==> config.mk <==
export PLATFORM = sky130hd
export DESIGN_NAME = shr_cmd_decoder
export DESIGN_NICKNAME = d
export VERILOG_FILES = /design/src/rtl/shr_pkg.sv /design/src/rtl/shr_slot_arbiter.sv /design/src/rtl/shr_bus_mux.sv /design/src/rtl/shr_parser.sv /design/src/rtl/shr_cmd_decoder.sv
export SDC_FILE = /design/constraint.sdc
export NUM_CORES = 1
export LEC_CHECK = 0
export ABC_AREA = 1
export BUFFER_PORTS_ARGS = -buffer_cell sky130_fd_sc_hd__clkbuf_2
export CORE_MARGIN = 3
export CORE_UTILIZATION = 30
export CTS_BUF_LIST = sky130_fd_sc_hd__clkbuf_8
export CTS_CLUSTER_DIAMETER = 150
export CTS_CLUSTER_SIZE = 12
export DETAILED_ROUTE_END_ITERATION = 7
export SYNTH_ARGS = -nofsm -noshare
export SYNTH_HDL_FRONTEND = slang
export SYNTH_SLANG_ARGS = --single-unit
==> constraint.sdc <==
create_clock -name clk -period 1.7 [get_ports clk]
set_input_delay 0.085 -clock clk [delete_from_list [all_inputs] [get_ports clk]]
set_output_delay 0.085 -clock clk [all_outputs]
set_load 0.05 [all_outputs]
==> src/rtl/shr_pkg.sv <==
package shr_pkg;
  localparam int SHR_AW = 10;
  localparam int SHR_DW = 8;
  localparam int SHR_HW = SHR_AW - 8;
  localparam logic [3:0] SHR_OP_TAG = 4'b1000;

  typedef enum logic [2:0] {
    SHR_PS_IDLE, SHR_PS_INSTR, SHR_PS_ADDR, SHR_PS_WDATA, SHR_PS_RDATA, SHR_PS_SKIP
  } shr_pstate_t;

  typedef enum logic [1:0] {
    SHR_WR_ONE = 2'b00, SHR_WR_BURST = 2'b01, SHR_RD_ONE = 2'b10, SHR_RD_BURST = 2'b11
  } shr_kind_t;

  function automatic logic shr_op_known(input logic [7:0] b);
    return b[7:4] == SHR_OP_TAG;
  endfunction

  function automatic shr_kind_t shr_kind_of(input logic [7:0] b);
    return shr_kind_t'(b[3:2]);
  endfunction

  function automatic logic shr_is_read(input shr_kind_t k);
    return (k == SHR_RD_ONE) || (k == SHR_RD_BURST);
  endfunction

  function automatic logic shr_is_burst(input shr_kind_t k);
    return (k == SHR_WR_BURST) || (k == SHR_RD_BURST);
  endfunction

  function automatic logic [SHR_AW-1:0] shr_step(input logic [SHR_AW-1:0] a);
    return a + 1'b1;
  endfunction

  function automatic logic shr_in_range(input logic [SHR_AW-1:0] a);
    return a[SHR_AW-1:8] != {SHR_HW{1'b1}};
  endfunction
endpackage

==> src/rtl/shr_slot_arbiter.sv <==
module shr_slot_arbiter #(
  parameter bit HOST_FIRST = 1'b1
) (
  input  logic clk,
  input  logic rst_n,
  input  logic host_req,
  input  logic mcu_req,
  output logic host_gnt,
  output logic mcu_gnt
);
  logic slot_mcu_q;
  localparam logic SLOT_INIT = ~HOST_FIRST;

  always_ff @(posedge clk or negedge rst_n) begin
    if (!rst_n) slot_mcu_q <= SLOT_INIT;
    else        slot_mcu_q <= ~slot_mcu_q;
  end

  assign host_gnt = host_req && (!slot_mcu_q || !mcu_req);
  assign mcu_gnt  = mcu_req  && ( slot_mcu_q || !host_req);
endmodule

==> src/rtl/shr_bus_mux.sv <==
module shr_bus_mux
  import shr_pkg::*;
(
  input  logic              host_gnt,
  input  logic              host_we,
  input  logic [SHR_AW-1:0] host_addr,
  input  logic [SHR_DW-1:0] host_wdata,
  input  logic              mcu_gnt,
  input  logic              mcu_we,
  input  logic [SHR_AW-1:0] mcu_addr,
  input  logic [SHR_DW-1:0] mcu_wdata,
  output logic [SHR_AW-1:0] reg_addr,
  output logic [SHR_DW-1:0] reg_wdata,
  output logic              reg_wr,
  output logic              reg_rd
);
  always_comb begin
    reg_addr  = host_gnt ? host_addr  : mcu_addr;
    reg_wdata = host_gnt ? host_wdata : mcu_wdata;
    reg_wr    = (host_gnt && host_we)  || (mcu_gnt && mcu_we);
    reg_rd    = (host_gnt && !host_we) || (mcu_gnt && !mcu_we);
  end
endmodule

==> src/rtl/shr_parser.sv <==
module shr_parser
  import shr_pkg::*;
(
  input  logic              clk,
  input  logic              rst_n,
  input  logic              rx_valid,
  input  logic [7:0]        rx_byte,
  input  logic              rx_start,
  input  logic              rx_stop,
  input  logic              tx_req,
  output logic              tx_valid,
  output logic [SHR_DW-1:0] tx_byte,
  output logic              host_req,
  output logic              host_we,
  output logic [SHR_AW-1:0] host_addr,
  output logic [SHR_DW-1:0] host_wdata,
  input  logic              host_gnt,
  input  logic [SHR_DW-1:0] reg_rdata,
  output logic              parser_idle,
  output logic              burst_inc,
  output logic [SHR_AW-1:0] cur_addr
);
  shr_pstate_t       state_q;
  shr_kind_t         kind_q;
  logic [SHR_AW-1:0] addr_q, req_addr_q;
  logic [SHR_DW-1:0] wdata_q, tx_byte_q;
  logic              req_q, we_q, tx_valid_q;

  logic quiet, wr_accept, rd_accept, accept, acc_live, acc_drop;

  assign quiet     = !rx_stop && !rx_start;
  assign wr_accept = quiet && rx_valid && (state_q == SHR_PS_WDATA);
  assign rd_accept = quiet && tx_req   && (state_q == SHR_PS_RDATA);
  assign accept    = wr_accept || rd_accept;
  assign acc_live  = accept && shr_in_range(addr_q);
  assign acc_drop  = accept && !shr_in_range(addr_q);
  assign burst_inc = accept && shr_is_burst(kind_q);

  always_ff @(posedge clk or negedge rst_n) begin
    if (!rst_n) begin
      state_q    <= SHR_PS_IDLE;
      kind_q     <= SHR_WR_ONE;
      addr_q     <= '0;
      req_addr_q <= '0;
      wdata_q    <= '0;
      req_q      <= 1'b0;
      we_q       <= 1'b0;
      tx_valid_q <= 1'b0;
      tx_byte_q  <= '0;
    end else begin
      tx_valid_q <= 1'b0;
      if (host_gnt) begin
        req_q <= 1'b0;
        if (!we_q) begin
          tx_valid_q <= 1'b1;
          tx_byte_q  <= reg_rdata;
        end
      end
      if (acc_live) begin
        req_q      <= 1'b1;
        we_q       <= wr_accept;
        req_addr_q <= addr_q;
        wdata_q    <= rx_byte;
      end
      if (acc_drop && rd_accept) begin
        tx_valid_q <= 1'b1;
        tx_byte_q  <= '1;
      end
      if (burst_inc) addr_q <= shr_step(addr_q);

      if (rx_stop) begin
        state_q <= SHR_PS_IDLE;
      end else if (rx_start) begin
        state_q <= SHR_PS_INSTR;
      end else if (rx_valid) begin
        case (state_q)
          SHR_PS_INSTR: begin
            if (shr_op_known(rx_byte)) begin
              kind_q                <= shr_kind_of(rx_byte);
              addr_q[SHR_AW-1:8]    <= rx_byte[SHR_HW-1:0];
              state_q               <= SHR_PS_ADDR;
            end else begin
              state_q <= SHR_PS_SKIP;
            end
          end
          SHR_PS_ADDR: begin
            addr_q[7:0] <= rx_byte;
            state_q     <= shr_is_read(kind_q) ? SHR_PS_RDATA : SHR_PS_WDATA;
          end
          SHR_PS_WDATA: begin
            if (!shr_is_burst(kind_q)) state_q <= SHR_PS_SKIP;
          end
          default: ;
        endcase
      end
    end
  end

  assign tx_valid    = tx_valid_q;
  assign tx_byte     = tx_byte_q;
  assign host_req    = req_q;
  assign host_we     = we_q;
  assign host_addr   = req_addr_q;
  assign host_wdata  = wdata_q;
  assign parser_idle = (state_q == SHR_PS_IDLE);
  assign cur_addr    = addr_q;
endmodule

==> src/rtl/shr_cmd_decoder.sv <==
module shr_cmd_decoder
  import shr_pkg::*;
(
  input  logic              clk,
  input  logic              rst_n,
  input  logic              rx_valid,
  input  logic [7:0]        rx_byte,
  input  logic              rx_start,
  input  logic              rx_stop,
  input  logic              tx_req,
  output logic              tx_valid,
  output logic [SHR_DW-1:0] tx_byte,
  output logic [SHR_AW-1:0] reg_addr,
  output logic [SHR_DW-1:0] reg_wdata,
  input  logic [SHR_DW-1:0] reg_rdata,
  output logic              reg_wr,
  output logic              reg_rd,
  input  logic              mcu_req,
  input  logic              mcu_we,
  input  logic [SHR_AW-1:0] mcu_addr,
  input  logic [SHR_DW-1:0] mcu_wdata,
  output logic              mcu_ack,
  output logic [SHR_DW-1:0] mcu_rdata
);
  logic              host_req, host_we, host_gnt, mcu_gnt;
  logic [SHR_AW-1:0] host_addr, cur_addr;
  logic [SHR_DW-1:0] host_wdata;
  logic              parser_idle, burst_inc;

  shr_parser u_parser (
    .clk(clk), .rst_n(rst_n),
    .rx_valid(rx_valid), .rx_byte(rx_byte), .rx_start(rx_start), .rx_stop(rx_stop),
    .tx_req(tx_req), .tx_valid(tx_valid), .tx_byte(tx_byte),
    .host_req(host_req), .host_we(host_we), .host_addr(host_addr), .host_wdata(host_wdata),
    .host_gnt(host_gnt), .reg_rdata(reg_rdata),
    .parser_idle(parser_idle), .burst_inc(burst_inc), .cur_addr(cur_addr)
  );

  shr_slot_arbiter #(.HOST_FIRST(1'b1)) u_arb (
    .clk(clk), .rst_n(rst_n),
    .host_req(host_req), .mcu_req(mcu_req),
    .host_gnt(host_gnt), .mcu_gnt(mcu_gnt)
  );

  shr_bus_mux u_mux (
    .host_gnt(host_gnt), .host_we(host_we), .host_addr(host_addr), .host_wdata(host_wdata),
    .mcu_gnt(mcu_gnt), .mcu_we(mcu_we), .mcu_addr(mcu_addr), .mcu_wdata(mcu_wdata),
    .reg_addr(reg_addr), .reg_wdata(reg_wdata), .reg_wr(reg_wr), .reg_rd(reg_rd)
  );

  assign mcu_ack   = mcu_gnt;
  assign mcu_rdata = reg_rdata;
endmodule

==> summary.txt <==
Floorplanning
  – Core region area: 8340 µm²
  – Die area: 9880 µm²
  – Die H: 99.4 µm
  – # IOs: 80
  – Die X: 99.4 µm
  – Row Count: 33
  – Initial core utilization: 0.314

Critical path
  – Reg-to-reg critical path endpoint: u_parser.cur_addr[8]
  – Crit-path leading delay family: buffers and inverters
  – Worst reg2reg setup slack: 0.24 ns
  – Worst Setup End Kind: output port
  – Critical Path Source: u_arb.slot_mcu_q
  – Reg2Reg Depth: 10
  – R2r startpoint: u_parser.cur_addr[0]
  – Critical path arrival: 1.49 ns
  – Setup CP Type: reg2out
  – Worst path slowest cell: dfrtp_1
  – Worst-path cell chain: nand2_1 -> nand2_2 -> clkinv_1 -> buf_4 -> a22o_1 -> clkbuf_4
  – Buf+Inv Stages, Crit Path: 3
  – Crit Path Max Fanout: 18
  – Crit start category: register
  – Critical path's largest stage delay: 0.36 ns
  – WP data required: 1.62 ns

Routing
  – DR vias: 2,405
  – Final wirelength: 6400 µm
  – First drt pass iteration count: 4
  – Antenna-violating nets left: 0
  – DRT iter0 DRCs: 132
  – WL per Instance: 11.8 µm
  – # DRC: 0
  – Vias per cell: 4.44

Clock tree
  – H-tree depth: 2
  – Clk_lat worst skew: 0.30 ns
  – CTS root buf: clkbuf_8
  – Num CTS Buffers: 5
  – Clock Sinks: 45
  – Clock slew at reported path FFs: 0.08 ns
  – TritonCTS clock tree: yes
  – Max Buffers Root-to-Sink: 2

Power
  – Overall power: 3.32 mW
  – Leakage: 1.82 nW
  – Cell area power density: 1020 nW/µm²
  – Peak VDD IR: 399 µV

Synth
  – Yosys top cell area share: 0.430
  – Area leader, netlist: dfrtp_1
  – Syn Area/Cell: 7.43 µm²
  – Sequential area share after synthesis: 0.430
  – Ys Warns: 0
  – Synth area leaders: dfrtp_1 (43%), nand2_1 (23%), inv_1 (4.7%)
  – Synth cell types: 31
  – Synthesized cell area: 2620 µm²
  – Syn nets: 395
  – Post-synthesis cell count: 352
  – Number of synthesized register bits: 45

STA
  – Slew headroom: 0.729
  – Setup violators final: 0
  – Setup Skew: 0.00265 ns
  – Final hold violations: 0
  – Crit share post-route: 0.926
  – Fin crit period: 1.57 ns
  – Slew Viols, Final: 0
  – Max Freq: 636 MHz
  – Final worst slack: 0.127 ns
  – RSZ-0062 raised after global routing: no
  – Slew @ Worst Pin: 0.405 ns

Layout
  – Final net count: 479
  – Most common cell after layout, fill and taps aside: nand2_1
  – Area grow syn2layout: 24.3%
  – Most frequent cells in the layout: nand2_1 (160), clkbuf_2 (72), dfrtp_1 (45), inv_1 (34), nor2_1 (16)
  – Layout cells sized above 1: 0.288
  – Antenna diodes: 0
  – Fin area: 3250 µm²
  – Fill cells: 896

Run status
  – Status: finished clean

GRT
  – Initial antenna violation count: 0
  – Remaining Overflow, GRT: 0
  – Vias in the first global route: 2,237
  – GRT Total Usage: 0.134
  – Pin count of the biggest net entering global routing: 36
  – First-pass GRT wire length: 10,700 µm

Placed design
  – DP Wirelength: 5140 µm
  – Placed cell areas: 3100 µm²
  – Gpl congestion: 0.853
  – Post-placement setup slack: 0.273 ns
  – # port buffers: 79

Min path
  – Hold Path Cell Cnt: 3
  – Worst Hold End: u_parser.cur_addr[3]
  – Min-delay worst type: in2reg
  – Hold path startpoint: rx_byte[3]

Run
  – Max Cap Viol: 0
tightest hold or removal path, stage by stage:
cell      delay [ns]
clkbuf_2        0.10
nand2_1         0.05
nand2_1         0.05
synth_stat cells (all sizes together):
library cell  instances
a22o                  1
clkbuf                4
nand4                 3
ha                    1
nor2                 22
nor3b                 1
nor3                  1
buf                  10
xor2                  3
dfrtp                45
nand3                16
o21ai                26
clkinv                2
nand2               166
a21oi                14
nand3b                2
inv                  35
kinds of logic (layout without fill, tap and decap cells):
kind of cell / Yosys count / in the layout / synth area share
AO/OA/AOI/OAI: 41 / 41 / 0.106
XOR/XNOR: 3 / 3 / 0.0100
adder cells (fa/ha/maj): 1 / 1 / 0.00478
buffers and inverters: 51 / 136 / 0.0956
flip-flops: 45 / 45 / 0.430
AND/OR/NAND/NOR: 211 / 211 / 0.353
routing by layer:
metal	vias to the layer above	routed length (µm)	global-route usage
li1	1252	-	-
met1	1086	2940	0.183
met2	63	2980	0.217
met3	4	426	0.0252
met4	0	52	0.0378
met5	-	0	0
metrics by stage:
step | hold slack (ns) | utilization | setup TNS (ns) | instances
finish | 0.0130 | 0.390 | 0 | 542
global route | 0.0202 | 0.390 | 0 | 542
CTS | 0.00370 | 0.389 | 0 | 542
detailed placement | 0.00969 | 0.372 | 0 | 531
global placement | 0.0135 | 0.372 | 0 | 531
floorplan | -0.211 | - | -0.407 | 352
repair_timing:
item,4_1_cts,5_1_grt
hold buffers,3,0
gates resized for setup,0,10
setup buffers,0,0
setup endpoints to repair,0,19
endpoints found under the hold margin,14,0
registers in the layout, indices dropped and copies added, names as in the netlist:
name and count:
u_parser.host_we 1, u_parser.cur_addr 10, u_arb.slot_mcu_q 1, u_parser.state_q 3, u_parser.host_req 1, u_parser.host_wdata 8, u_parser.kind_q 2, u_parser.host_addr 10
u_parser.tx_valid 1, u_parser.tx_byte 8
worst max-delay path by stage:
stage / to / slack [ns] / depth (start not counted)
2_1_floorplan: reg_addr[1] / -0.20 / 4
3_3_place_gp: u_parser.host_addr[1] / 0.31 / 6
3_5_place_dp: u_parser.cur_addr[8] / 0.27 / 10
4_1_cts: reg_wr / 0.04 / 6
5_1_grt: reg_addr[1] / 0.002 / 5
6_report: reg_wr / 0.13 / 6
power by group:
part	switching, mW	internal (mW)
clock network	0.358	0.473
logic	0.878	0.287
registers	0.0933	1.23
total	1.33	1.99
area by class of cell:
type | instances | area [µm²] | area share
flip-flops and latches | 45 | 1130 | 0.346
multi-input cells | 256 | 1240 | 0.382
repair buffers | 91 | 498 | 0.153
clock buffers | 6 | 82.6 | 0.0254
clock inverters | 2 | 33.8 | 0.0104
inverters | 37 | 139 | 0.0427
well taps | 105 | 131 | 0.0404
Note: power is estimated with default switching activity, not from simulation.
